[config.mk]
export PLATFORM = sky130hd
export DESIGN_NAME = profile_seq
export DESIGN_NICKNAME = d
export VERILOG_FILES = /design/src/rtl/profile_seq_pkg.sv /design/src/rtl/profile_seq_decode.sv /design/src/rtl/profile_seq_fsm.sv /design/src/rtl/profile_seq.sv
export SDC_FILE = /design/constraint.sdc
export NUM_CORES = 1
export LEC_CHECK = 0
export BUFFER_PORTS_ARGS = -buffer_cell sky130_fd_sc_hd__buf_2
export CORE_AREA = 2 2 39 41
export CTS_BUF_LIST = sky130_fd_sc_hd__clkbuf_4 sky130_fd_sc_hd__clkbuf_8
export DETAILED_ROUTE_END_ITERATION = 16
export DIE_AREA = 0 0 41 43
export HOLD_SLACK_MARGIN = 0.05
export PLACE_DENSITY = 0.53
export SYNTH_ARGS = -nofsm -noshare
export SYNTH_HDL_FRONTEND = slang
export SYNTH_SLANG_ARGS = --single-unit
[constraint.sdc]
create_clock -name clk_i -period 2.6 [get_ports clk_i]
set_input_delay 0.78 -clock clk_i [delete_from_list [all_inputs] [get_ports clk_i]]
set_output_delay 0.78 -clock clk_i [all_outputs]
set_load 0.02 [all_outputs]
[src/rtl/profile_seq_pkg.sv]
package profile_seq_pkg;
  localparam int unsigned CODE_W = 3;
  localparam int unsigned PROF_W = 2;

  typedef struct packed {
    logic              active;
    logic              loop;
    logic [PROF_W-1:0] last;
  } seq_cfg_t;
endpackage

[src/rtl/profile_seq_decode.sv]
module profile_seq_decode
  import profile_seq_pkg::*;
(
  input  logic [CODE_W-1:0] ctrl_i,
  input  logic              ram_mode_i,
  output seq_cfg_t          cfg_o
);
  logic code_valid;
  assign code_valid = (ctrl_i != '0) && (ctrl_i != '1);

  always_comb begin
    cfg_o.active = ram_mode_i && code_valid;
    cfg_o.loop   = ctrl_i[2];
    // loop codes are offset by one: 100 -> last profile 1
    cfg_o.last   = ctrl_i[2] ? PROF_W'(ctrl_i[1:0] + 2'd1) : PROF_W'(ctrl_i[1:0]);
  end
endmodule

[src/rtl/profile_seq_fsm.sv]
module profile_seq_fsm
  import profile_seq_pkg::*;
(
  input  logic              clk_i,
  input  logic              rst_ni,
  input  logic              ram_mode_i,
  input  seq_cfg_t          cfg_i,
  input  logic              update_i,
  input  logic              seg_done_i,
  output logic [PROF_W-1:0] cur_o,
  output logic              done_o
);
  logic [PROF_W-1:0] cur_q;
  logic              done_q;
  logic              at_last;

  assign at_last = (cur_q >= cfg_i.last);

  always_ff @(posedge clk_i or negedge rst_ni) begin
    if (!rst_ni) begin
      cur_q  <= '0;
      done_q <= 1'b0;
    end else if (!ram_mode_i || !cfg_i.active || update_i) begin
      cur_q  <= '0;
      done_q <= 1'b0;
    end else if (seg_done_i && !done_q) begin
      if (!at_last)        cur_q  <= cur_q + PROF_W'(1);
      else if (cfg_i.loop) cur_q  <= '0;
      else                 done_q <= 1'b1;
    end
  end

  assign cur_o  = cur_q;
  assign done_o = done_q;

  AST_STEP_ONE: assert property (@(posedge clk_i) disable iff (!rst_ni)
    (cfg_i.active && seg_done_i && !update_i && !done_q && !at_last)
      |=> (cur_q == $past(cur_q) + PROF_W'(1)));
  AST_HOLD_IDLE: assert property (@(posedge clk_i) disable iff (!rst_ni)
    (cfg_i.active && !seg_done_i && !update_i) |=> $stable(cur_q));
  AST_LOOP_WRAP: assert property (@(posedge clk_i) disable iff (!rst_ni)
    (cfg_i.active && cfg_i.loop && seg_done_i && !update_i && at_last)
      |=> (cur_q == '0));
  AST_LOOP_NO_DONE: assert property (@(posedge clk_i) disable iff (!rst_ni)
    (cfg_i.active && cfg_i.loop && !done_q) |=> !done_q);
  AST_DONE_STICKY: assert property (@(posedge clk_i) disable iff (!rst_ni)
    (done_q && cfg_i.active && !update_i && $stable(cfg_i))
      |=> (done_q && $stable(cur_q)));
  AST_UPDATE_RESTART: assert property (@(posedge clk_i) disable iff (!rst_ni)
    update_i |=> (cur_q == '0 && !done_q));
  AST_RAM_OFF_CLEAR: assert property (@(posedge clk_i) disable iff (!rst_ni)
    !ram_mode_i |=> (cur_q == '0 && !done_q));
endmodule

[src/rtl/profile_seq.sv]
module profile_seq
  import profile_seq_pkg::*;
(
  input  logic              clk_i,
  input  logic              rst_ni,
  input  logic [CODE_W-1:0] ctrl_i,
  input  logic              ram_mode_i,
  input  logic              update_i,
  input  logic [PROF_W-1:0] ext_profile_i,
  input  logic              seg_done_i,
  output logic [PROF_W-1:0] profile_o,
  output logic              force_ramp_o,
  output logic              seq_done_o
);
  seq_cfg_t          cfg;
  logic [PROF_W-1:0] cur;
  logic              done;

  profile_seq_decode u_decode (
    .ctrl_i     (ctrl_i),
    .ram_mode_i (ram_mode_i),
    .cfg_o      (cfg)
  );

  profile_seq_fsm u_fsm (
    .clk_i      (clk_i),
    .rst_ni     (rst_ni),
    .ram_mode_i (ram_mode_i),
    .cfg_i      (cfg),
    .update_i   (update_i),
    .seg_done_i (seg_done_i),
    .cur_o      (cur),
    .done_o     (done)
  );

  assign profile_o    = cfg.active ? cur : ext_profile_i;
  assign force_ramp_o = cfg.active;
  assign seq_done_o   = cfg.active && done;

  AST_INACTIVE_PINS: assert property (@(posedge clk_i) disable iff (!rst_ni)
    (!ram_mode_i || ctrl_i == 3'b000 || ctrl_i == 3'b111)
      |-> (profile_o == ext_profile_i && !force_ramp_o && !seq_done_o));
  AST_DONE_AT_LAST: assert property (@(posedge clk_i) disable iff (!rst_ni)
    seq_done_o |-> (!ctrl_i[2] && profile_o == ctrl_i[1:0]));
endmodule

==> results of run 1 <==
[flip-flops by register name, indices dropped and copies added (netlist names)]
register,cells
u_fsm.done_o,1
u_fsm.cur_o,2
[report_power, final]
group	internal (uW)	switching [uW]	total, uW
sequential	48.0	0.973	49.0
clock	67.8	22.5	90.3
combinational	31.9	29.4	61.2
[per-stage QoR]
step	cell area [um^2]	total power, uW	hold WS [ps]
2_1_floorplan	339	86.5	484
3_3_place_gp	435	105	544
3_5_place_dp	435	106	528
4_1_cts	478	204	327
5_1_grt	494	220	324
6_report	494	201	337
[how the worst min path moves through the flow]
stage	startpoint	endpoint	depth (start not counted)
final	rst_ni	u_fsm.cur_o[1]$_DFFE_PN0P_	1
after global routing	rst_ni	u_fsm.cur_o[0]$_DFFE_PN0P_	1
after CTS	rst_ni	u_fsm.cur_o[1]$_DFFE_PN0P_	1
after detailed placement	u_fsm.done_o$_DFFE_PN0P_	u_fsm.done_o$_DFFE_PN0P_	1
after global placement	u_fsm.done_o$_DFFE_PN0P_	u_fsm.done_o$_DFFE_PN0P_	1
after floorplan	rst_ni	u_fsm.cur_o[0]$_DFFE_PN0P_	0
[worst max-delay path, stage by stage]
cell and delay (ps):
buf_2 100, inv_1 40, ha_2 170, mux2i_4 170
nand2_4 80, mux2_4 300, buf_6 130
[what timing repair did]
item / CTS / global route
endpoints found under the setup margin: 2 / 2
pin swaps: 0 / 2
gates resized for setup: 2 / 4
buffers inserted: 1 / 0
gates cloned: 0 / 0
[final cells by class]
cell class                      count  area (um^2)
Clock buffer                        4         30.0
Fill cell                         139          890
Inverter                            5         18.8
Multi-Input combinational cell     27          239
Sequential cell                     3         75.1
Tap cell                           16         20.0
Timing Repair Buffer               17          111
[Yosys cell counts]
cell type and instances:
and4bb_2 1, nand2b_1 2, o21a_1 1, mux2i_4 1
a22oi_1 2, inv_1 5, mux2i_1 1, xor2_1 1
a311o_1 1, nor3b_1 1, a21o_1 1, o21ai_0 1
nor2_1 2, nor3_1 2, a21oi_1 1, ha_1 4
buf_6 1, and3_1 1, dfrtp_1 3, mux2_4 1
nand2_1 1, nor2b_1 1, nand2_4 1
[routing by layer]
metal	vias to the layer above	GRT usage	wire (um)	part of all wire
li1	165	-	-	-
met1	140	0.0942	280	0.44
met2	9	0.131	309	0.49
met3	0	0.0314	40	0.063
met4	0	0.0600	0	0
met5	-	0	0	0
[cell families (layout without fill, tap and decap cells)]
| group | count (synthesis) | after routing | synth area share |
|---|---|---|---|
| AO/OA/AOI/OAI | 7 | 7 | 0.148 |
| XOR/XNOR | 1 | 1 | 0.0258 |
| adder cells (fa/ha/maj) | 4 | 4 | 0.148 |
| buffers and inverters | 6 | 26 | 0.0886 |
| flip-flops | 3 | 3 | 0.221 |
| multiplexers | 3 | 3 | 0.140 |
| AND/OR/NAND/NOR | 12 | 12 | 0.229 |
==> results by stage, run 1 <==
Status:
- The flow ran to the end, and the final reports show no timing, DRC or antenna violations.

Hold path:
- The type of the most critical hold path is input port to async pin.

Die:
- The area enclosed by the die boundary is between 1500 and 2000 um^2.
- In this run the horizontal extent of the chip is between 40 and 50 um.
- The row count is 14.
- The y dimension of the die is around 43 um.
- The number of primary I/O pins is 14.
- The initial utilization of the core area, before any placement, comes to 0.245.
- After floorplanning, the core was sized to cover 1380 um^2.

Setup path:
- The critical path ends at profile_o[1].
- The endpoint identified for the worst register-to-register timing path is u_fsm.cur_o[0]$_DFFE_PN0P_.
- The number of cells on the worst reg-to-reg path is 6.
- The arrival time of data at the critical path endpoint is 1770 ps.
- The largest fanout on the critical path is 3.
- The beginning of the worst register-to-register path is u_fsm.cur_o[0]$_DFFE_PN0P_.
- The start point of the critical path is ctrl_i[0].
- The category of the worst setup path capture point is an output port.
- The sort of element at the start of the critical path is an input port.
- For flop-to-flop paths, the worst setup slack is 980 ps.
- The worst setup path is of the input port to output port kind.
- The required time reported for the critical path endpoint is 1820 ps.

Clock tree:
- In this run, CTS created clock tree buffers numbering 3.
- The depth of the CTS H-tree is 1.
- Clock-pin slew was measured on the worst setup and hold paths at roughly 40 ps.
- The clock tree from TritonCTS is done.
- The maximum root-to-sink buffer count is 2.
- At the later pin of the worst-skew pair, clock insertion delay measures 230 ps.
- The buffer type at the clock tree root is clkbuf_4.
- The TritonCTS sink count is 3.
- After clock tree synthesis, the flow added hold-fix buffers numbering 0.

Route:
- The total wire length after detailed routing is approximately 630 um.
- The first-iteration detailed-routing DRC count is 4.
- Across all layers, the routed design uses 314 vias.
- The first detailed-routing pass took 4 iterations.
- The remaining number of nets flagged by the antenna check after routing is 0.
- The average detailed-routed wire length per instance is about 9 um.
- After detailed routing, the number of remaining DRC violations is 0.
- The average vias per placed instance is 4.36.

Cells and area:
- The library cells used most frequently in the layout, excluding fill and tap cells, are 11 x buf_2, 5 x inv_1, 4 x clkbuf_4.
- The synthesis-to-layout area growth is 45.8%.
- The share of post-route cells with drive strength above 1 is 0.482.
- The repair_antennas step left the layout with diodes totalling 0.
- The post-layout instance count excluding filler cells is 72.
- The final core utilization is 0.357.
- Leaving out fill and tap cells, the most frequent cell in the layout is buf_2.
- The net total in the final layout is 71.

STA:
- For the finished layout, the period the worst path requires is 2550 ps.
- The number of pins exceeding their max-slew limit in the final report came to 0.
- Setup violations remaining at the end of the flow were counted as 0.
- The summed negative setup slack over all endpoints is 0 ps.
- Headroom to the max-slew limit came out at 0.850.
- The final worst-path setup slack is about 45 ps.
- Between clock sinks in the finished design, the worst skew comes to 0.581 ps.
- The fmax is about 0.39 GHz.
- Setup repair after global routing left no endpoint under its margin.
- The total count of hold-check failures in the final report is 0.
- The slew at the pin closest to its max-slew limit is 225 ps.
- In the finished design, the share of the clock period the worst path needs comes to 0.983.

GRT:
- Entering global routing, the biggest net connects 6 pins.
- The via count of the first global-routing pass is 294.
- The initial antenna violation count is 0.
- The total overflow left after global routing is 0.
- The total track usage is 0.0866.
- The global-route wire length before repair is 1.02 mm.

Placement:
- The number of placed instances, taps included, is 67.
- The estimated wirelength of the detail-placed design is 537 um.
- During placement, the flow inserted port buffers numbering 13.
- The congestion estimate from routability-driven global placement came to 0.680.
- Prior to clock tree synthesis, the placed netlist has a worst setup slack of -19.6 ps.

Power:
- The worst-case IR drop observed on VDD is 0.183 mV.
- The total power divided by cell area is 406 nW/um^2.
- The analysis attributes to cell leakage a power of 0.000267 uW.

Synth:
- After synthesis the cells add up to 339 um^2.
- A synthesized cell averages between 9 and 10 um^2.
- The flip-flop and latch count after synthesis is 3.
- The sequential area share after synthesis is 0.221.
- By area the synthesized netlist is led by dfrtp_1 22%, ha_1 15%, mux2i_4 6.6%.
- For this run, the number of Yosys warnings is 0.
- Of all cell types, the one taking the most synthesized area is dfrtp_1.
- The number of nets handed over by synthesis was 50.
- Synthesis instantiated 23 different standard cells from the library.
- The proportion of netlist area held by the largest area contributor is 0.221.
- Counting every instance in the synthesized netlist gives 36.

Run:
- Across the run, the number of max-cap violations was 0.
(Power assumes the default switching activity.)
==> run 2, diff against run 1 <==
--- a/config.mk
+++ b/config.mk
@@ -11,7 +11,7 @@
 export DETAILED_ROUTE_END_ITERATION = 16
 export DIE_AREA = 0 0 41 43
 export HOLD_SLACK_MARGIN = 0.05
-export PLACE_DENSITY = 0.53
+export PLACE_DENSITY = 0.54
 export SYNTH_ARGS = -nofsm -noshare
 export SYNTH_HDL_FRONTEND = slang
 export SYNTH_SLANG_ARGS = --single-unit
==> constraint.sdc (replaced) <==
create_clock -name clk_i -period 2.2 [get_ports clk_i]
set_input_delay 0.66 -clock clk_i [delete_from_list [all_inputs] [get_ports clk_i]]
set_output_delay 0.66 -clock clk_i [all_outputs]
set_load 0.02 [all_outputs]
==> run 2 against run 1 <==
  * Global-route usage rose by 1.2 points
  * Utilization rose by 4.6 points
  * Sequential share of layout area fell by 1.7 points
  * Routed wire length rose by 12%
  * Register-to-register slack got worse by 450 ps
  * First-iteration DRC count rose by 75%
  * Clock skew barely moved
  * Highest routed layer unchanged
  * Via count rose by 0.96%
  * The run now ends with setup timing left
  * Clock-buffer cell count did not move
  * Worst setup slack got worse by 120 ps
  * Hold slack got worse by 120 ps
  * Die area did not move
==> results by stage, run 2 (synthesized netlist as in run 1, its figures left out) <==
GRT:
- The initial antenna violation count is 0.
- In the global route stage, overall resource usage came out at 0.0986.
- The largest net degree at the start of global routing is 6.
- The via count of the first global-routing pass is 301.
- The first global-routing pass estimated ~1.1 mm of wire.
- The total congestion overflow after global routing is 0.

Die:
- The y dimension of the die is 43 um.
- Measured along the x axis, the die boundary spans 41 um.
- The row count is 14.
- The area enclosed by the die boundary is 1760 um^2.
- The number of primary I/O pins is 14.
- The initial utilization of the core area, before any placement, comes to 0.245.
- The total area inside the core boundary comes to approximately 1400 um^2.

Clock tree:
- The total CTS buffers is 3.
- The post-CTS clock slew at the launch and capture registers of the worst setup and hold paths is roughly 40 ps.
- The TritonCTS sink count is 3.
- CTS built an H-tree with a depth of 1.
- Clock latency on the worst-skew pair, taken at its later pin, is 230 ps.
- In this run the clock root is driven by a clkbuf_4.
- In this run the deepest clock path goes through 2 buffers.
- TritonCTS built the clock tree.
- The number of hold buffers added after CTS was 0.

Power:
- For this design the ratio of total power to cell area is 455 nW/um^2.
- The internal portion of the total power is 185 uW.
- The leakage power is 0.000286 uW.
- Of the total power, combinational logic draws 0.343.
- Of the total power, registers draw 0.228.
- Of the total power, the share spent switching nets is 0.273.
- The power dissipated by switching net loads is 69.4 uW.
- VDD sags by at most 0.259 mV.
- The share of total power dissipated in the clock network is 0.428.

STA:
- The final-layout worst hold slack is 215 ps.
- The number of pins exceeding their max-slew limit in the final report came to 0.
- Clock skew on the completed layout was measured at ~0.87 ps.
- In this run the tightest slew margin relative to its limit is 0.840.
- Setup repair after global routing could not meet its margin everywhere.
- Setup violations remaining at the end of the flow were counted as 2.
- The minimum period implied by the final worst setup slack is 2270 ps.
- At the pin with the least slew margin, the transition time is 240 ps.
- The post-route fraction of the period consumed by the critical path is 1.03.
- The final worst-path setup slack is -71.4 ps.
- The fmax is 0.440 GHz.
- The total count of hold-check failures in the final report came to 0.

Hold path:
- The type of the most critical hold path is input port to async pin.

Route:
- For this block, the routed nets add up to roughly 710 um of wire.
- The remaining number of nets flagged by the antenna check after routing is 0.
- The average detailed-routed wire length per instance is 9.58 um.
- The first-iteration detailed-routing DRC count is 7.
- The routed layout has between 300 and 400 vias.
- The number of remaining DRC errors is 0.
- The detailed-routing iteration count for the pre-antenna-repair pass is 4.
- In the routed layout, each cell is associated on average with a via count of between 4 and 5.

Placement:
- The cell area after placement is roughly 460 um^2.
- Buffers placed on the I/O ports in this run total 13.
- The final estimated routing congestion in global placement is 0.779.
- The instance count after placement with tap cells included is 70.
- The estimated wirelength of the detail-placed design is 542 um.

Cells and area:
- The synthesis-to-layout area growth is 64.6%.
- In the layout the commonest cells are 8 x buf_2, 6 x buf_4, 4 x clkbuf_4.
- With fillers left out, the area of the finished cells amounts to 558 um^2.
- In the final design database the tool counted 73 nets.
- The post-layout instance count excluding filler cells is between 70 and 80.
- The flip-flop count of the largest register, all copies and words added is 2.
- The diode insertion count for antenna repair is 0.
- Of the cells placed in the final design, the portion with a size suffix greater than 1 is 0.552.
- The library cell used most frequently in the layout, excluding fill and tap cells, is buf_2.

Setup path:
- The category of the worst setup path capture point is an output port.
- The required time reported for the critical path endpoint is roughly 1500 ps.
- In this run the worst path has a maximum fanout of 3.
- STA classifies the critical path startpoint as an input port.
- The arrival time of data at the critical path endpoint is 1610 ps.
- The critical path start-end classification is input port to output port.

Status:
- The flow ran to the end, but the final reports show violations.
- The checks that failed: setup timing.

Run:
- The tool flagged a number of max-cap violations equal to 0.
[run 2: routing by layer]
| layer | vias up | GRT usage | wire [um] |
|---|---|---|---|
| met4 | 0 | 0.100 | 0 |
| met3 | 0 | 0.0314 | 24 |
| met5 | - | 0 | 0 |
| li1 | 172 | - | - |
| met2 | 6 | 0.153 | 385 |
| met1 | 139 | 0.0906 | 299 |
[run 2: critical path, stage by stage]
cell	delay, ps
buf_8	80
inv_2	40
ha_4	150
mux2i_4	170
nand2_4	80
mux2_4	300
buf_6	130
[run 2: per-stage QoR]
step / setup WS [ps] / setup TNS [ps] / power (uW) / utilization
after floorplan: 54.7 / 0 / 102 / -
final: -71.4 / -108 / 254 / 0.403
after CTS: -70.9 / -105 / 257 / 0.399
after global routing: -109 / -190 / 279 / 0.403
after detailed placement: -184 / -429 / 130 / 0.331
after global placement: -178 / -382 / 130 / 0.331
[run 2: repair_timing]
item                                    4_1_cts  5_1_grt
endpoints found under the setup margin        3        3
setup buffers                                 0        0
pin swaps                                     2        0
gates resized for setup                      16        2
cloned                                        0        0
[run 2: cell type report]
cell class / instances / area (um^2)
Sequential cell: 3 / 75.1
Clock buffer: 4 / 30.0
Multi-Input combinational cell: 27 / 263
Fill cell: 152 / 826
Timing Repair Buffer: 19 / 149
Inverter: 5 / 21.3
Tap cell: 16 / 20.0
[run 2: final timing paths]
path | startpoint | end | slack, ps | cells past startpoint
max | ctrl_i[0] | profile_o[1] | -70 | 7
min | rst_ni | u_fsm.cur_o[0]$_DFFE_PN0P_ | 210 | 1
max reg2reg | u_fsm.cur_o[0]$_DFFE_PN0P_ | u_fsm.cur_o[0]$_DFFE_PN0P_ | 530 | 6
min reg2reg | u_fsm.done_o$_DFFE_PN0P_ | u_fsm.done_o$_DFFE_PN0P_ | 530 | 1
max in group asynchronous | rst_ni | u_fsm.done_o$_DFFE_PN0P_ | 1880 | 1
min in group clk_i | u_fsm.done_o$_DFFE_PN0P_ | u_fsm.done_o$_DFFE_PN0P_ | 530 | 1
[run 2: power groups by stage]
stage	sequential [uW]	combinational (uW)	clock, uW
floorplan	58.3	44.1	0
global placement	58.6	71.0	0
detailed placement	58.6	71.3	0
CTS	57.9	85.1	114
global route	58.0	94.7	127
finish	58.0	87.2	109
==> run 3, diff against run 2 <==
==> constraint.sdc (replaced) <==
create_clock -name clk_i -period 2.2 [get_ports clk_i]
set_input_delay 0.44 -clock clk_i [delete_from_list [all_inputs] [get_ports clk_i]]
set_output_delay 0.44 -clock clk_i [all_outputs]
set_load 0.02 [all_outputs]
==> run 3 against run 2 <==
  * The run now ends clean
  * Sequential power barely moved
  * Global-route usage fell by 1.8 points
  * Hold slack improved by 190 ps
  * Final cell count down 6.8%
  * Clock skew increased by 1.9 ps
  * Sequential cell count did not move
  * Utilization decreased by 7.6 points
  * Cell area is 19% lower
  * Total power shrank 9.9%
  * Fmax rose by 15%
  * Critical path type unchanged
==> results by stage, run 3 (synthesized netlist as in run 1, its figures left out) <==
GRT:
- The largest net degree at the start of global routing is 8.
- The initial antenna violation count is 0.
- The total track usage is 0.0806.
- The first global-routing pass estimated about 930 um of wire.
- The total congestion overflow after global routing is 0.
- The via count of the first global-routing pass is 253.

Power:
- The fraction of power consumed by combinational cells is 0.272.
- For this design the static power due to leakage is 0.000251 uW.
- The peak supply drop is 0.209 mV.
- The analysis attributes to net switching a power of 62.3 uW.
- The total power divided by cell area is between 500 and 600 nW/um^2.
- The switching share of total power is 0.272.
- Of the total power, the clock network draws 0.475.
- Cell internal power was estimated by the tool at 166 uW.
- The share of total power dissipated in sequential elements is 0.253.

Setup path:
- STA puts the critical path data arrival time at 1540 ps.
- For the worst setup path, the data required time is 1760 ps.
- The number of cells on the worst reg-to-reg path is 6.
- The sort of element at the start of the critical path is an input port.
- The worst register-to-register path begins at u_fsm.cur_o[0]$_DFFE_PN0P_.
- The start point of the critical path is ctrl_i[0].
- The setup path with the least slack is of type input port to output port.
- The largest fanout on the critical path is 7.
- The most critical setup path has its endpoint at profile_o[1].
- The flop-to-flop setup slack is 570 ps.
- The end of the worst register-to-register path is u_fsm.cur_o[0]$_DFFE_PN0P_.
- The worst setup path is captured at an output port.

Clock tree:
- TritonCTS built the clock tree.
- CTS built an H-tree with a depth of 1.
- The tree is rooted in a clkbuf_4.
- The post-CTS clock slew at the launch and capture registers of the worst setup and hold paths is 40 ps.
- The clock latency at the later pin of the worst-skew pair is between 200 and 250 ps.
- The total CTS buffers is 3.
- The TritonCTS sink count is 3.
- The number of gates given a new drive strength after cts is 0.
- The maximum root-to-sink buffer count is 2.
- Post-CTS timing repair inserted 0 buffers for setup.

Cells and area:
- Measured on the finished design, the core utilization comes to 0.327.
- Leaving out fill and tap cells, the most frequent cells in the layout are 13 x buf_2, 5 x inv_1, 4 x ha_1, 4 x clkbuf_4, 3 x dfrtp_1.
- The diode insertion count for antenna repair is 0.
- The net total in the final layout is 68.
- The flip-flop count of the largest register, all copies and words added is 2.
- The synthesis-to-layout area growth is 33.6%.
- The share of post-route cells with drive strength above 1 is 0.396.
- The library cell used most frequently in the layout, excluding fill and tap cells, is buf_2.

STA:
- Setup violations remaining at the end of the flow were counted as 0.
- The summed negative setup slack over all endpoints is 0 ps.
- The clock period could shrink to 1980 ps.
- The total count of hold-check failures in the final report is 0.
- The worst clock skew on the final layout is 2.82 ps.
- Setup slack on the critical path of the routed design comes to 224 ps.
- The number of pins exceeding their max-slew limit in the final report is 0.
- Derived from the worst setup path, the maximum achievable clock frequency is 0.506 GHz.
- The slew at the pin closest to its max-slew limit is 225 ps.
- Setup repair after global routing left no endpoint under its margin.
- Of the available clock period, the critical path in the final layout requires 0.898.
- The headroom to the max-slew limit is 0.850.

Die:
- The initial utilization of the core area, before any placement, comes to 0.245.
- Measured along the y axis, the die boundary spans 43 um.
- The total core area is 1380 um^2.
- The width of the die is 41 um.
- The die covers 1760 um^2.
- The row count is 14.
- The number of primary I/O pins is 14.

Route:
- In this run the remaining antenna-violating nets after routing total 0.
- The average detailed-routed wire length per instance is 8.49 um.
- The average vias per placed instance is 4.33.
- The first routing iteration left 2 violations.
- Across all layers, the routed design uses approximately 300 vias.
- The first TritonRoute pass finished after 2 iterations.
- In the routed design, unresolved DRC markers number 0.
- Wires add up to a little under 600 um.

Placement:
- The pre-CTS setup slack is 211 ps.
- The wire-length estimate of the detail-placed layout is a little under 500 um.
- The final estimated routing congestion in global placement is 0.645.
- In this run the tool buffered the top-level ports with 13 buffer cells.

Run:
- The tool flagged a number of max-cap violations equal to 0.

Hold path:
- The min-delay analysis places its worst path in the category input port to flip-flop.
- The worst hold path passes through 2 cells.

Status:
- The flow ran to the end, and the final reports show no timing, DRC or antenna violations.
==> run 3: how the worst min path moves through the flow <==
stage / to / slack, ps / from
6_report: u_fsm.cur_o[1]$_DFFE_PN0P_ / 400 / update_i
2_1_floorplan: u_fsm.cur_o[0]$_DFFE_PN0P_ / 140 / rst_ni
3_5_place_dp: u_fsm.done_o$_DFFE_PN0P_ / 240 / rst_ni
4_1_cts: u_fsm.cur_o[1]$_DFFE_PN0P_ / 400 / update_i
5_1_grt: u_fsm.cur_o[0]$_DFFE_PN0P_ / 400 / update_i
3_3_place_gp: u_fsm.done_o$_DFFE_PN0P_ / 240 / rst_ni
==> run 3: routing by layer <==
| layer | up-vias | global-route usage | part of all wire |
|---|---|---|---|
| met5 | - | 0 | 0 |
| met4 | 0 | 0.0800 | 0 |
| met3 | 0 | 0.0157 | 0.063 |
| met2 | 10 | 0.106 | 0.47 |
| met1 | 129 | 0.101 | 0.46 |
| li1 | 160 | - | - |
==> run 3: layout make-up <==
class | instances | area (um^2)
Clock buffer | 4 | 30.0
Fill cell | 151 | 931
Inverter | 5 | 18.8
Multi-Input combinational cell | 27 | 234
Sequential cell | 3 | 75.1
Tap cell | 16 | 20.0
Timing Repair Buffer | 14 | 75.1
==> run 3: timing repair <==
item                                    in CTS  in global routing
hold endpoints to repair                     3                  0
hold buffers                                 1                  0
endpoints found under the setup margin       0                  0
==> run 3: critical path: stages <==
cell	delay, ps
buf_2	110
inv_1	40
ha_1	210
mux2i_4	180
nand2_4	100
mux2_4	300
buf_2	160
==> run 3: through the flow <==
| stage | area (um^2) | hold WS, ps | cells | power [uW] |
|---|---|---|---|---|
| floorplan | 339 | 144 | 36 | 102 |
| global placement | 413 | 238 | 64 | 120 |
| detailed placement | 413 | 237 | 64 | 120 |
| CTS | 453 | 396 | 69 | 234 |
| global route | 453 | 398 | 69 | 249 |
| finish | 453 | 403 | 69 | 229 |
==> run 3: power groups by stage <==
stage          Clock [uW]  Sequential (uW)  Combinational, uW
2_1_floorplan           0             58.3               43.9
3_3_place_gp            0             58.6               61.3
3_5_place_dp            0             58.7               61.3
4_1_cts               114             58.0               62.9
5_1_grt               121             58.0               69.5
6_report              109             57.9               62.2
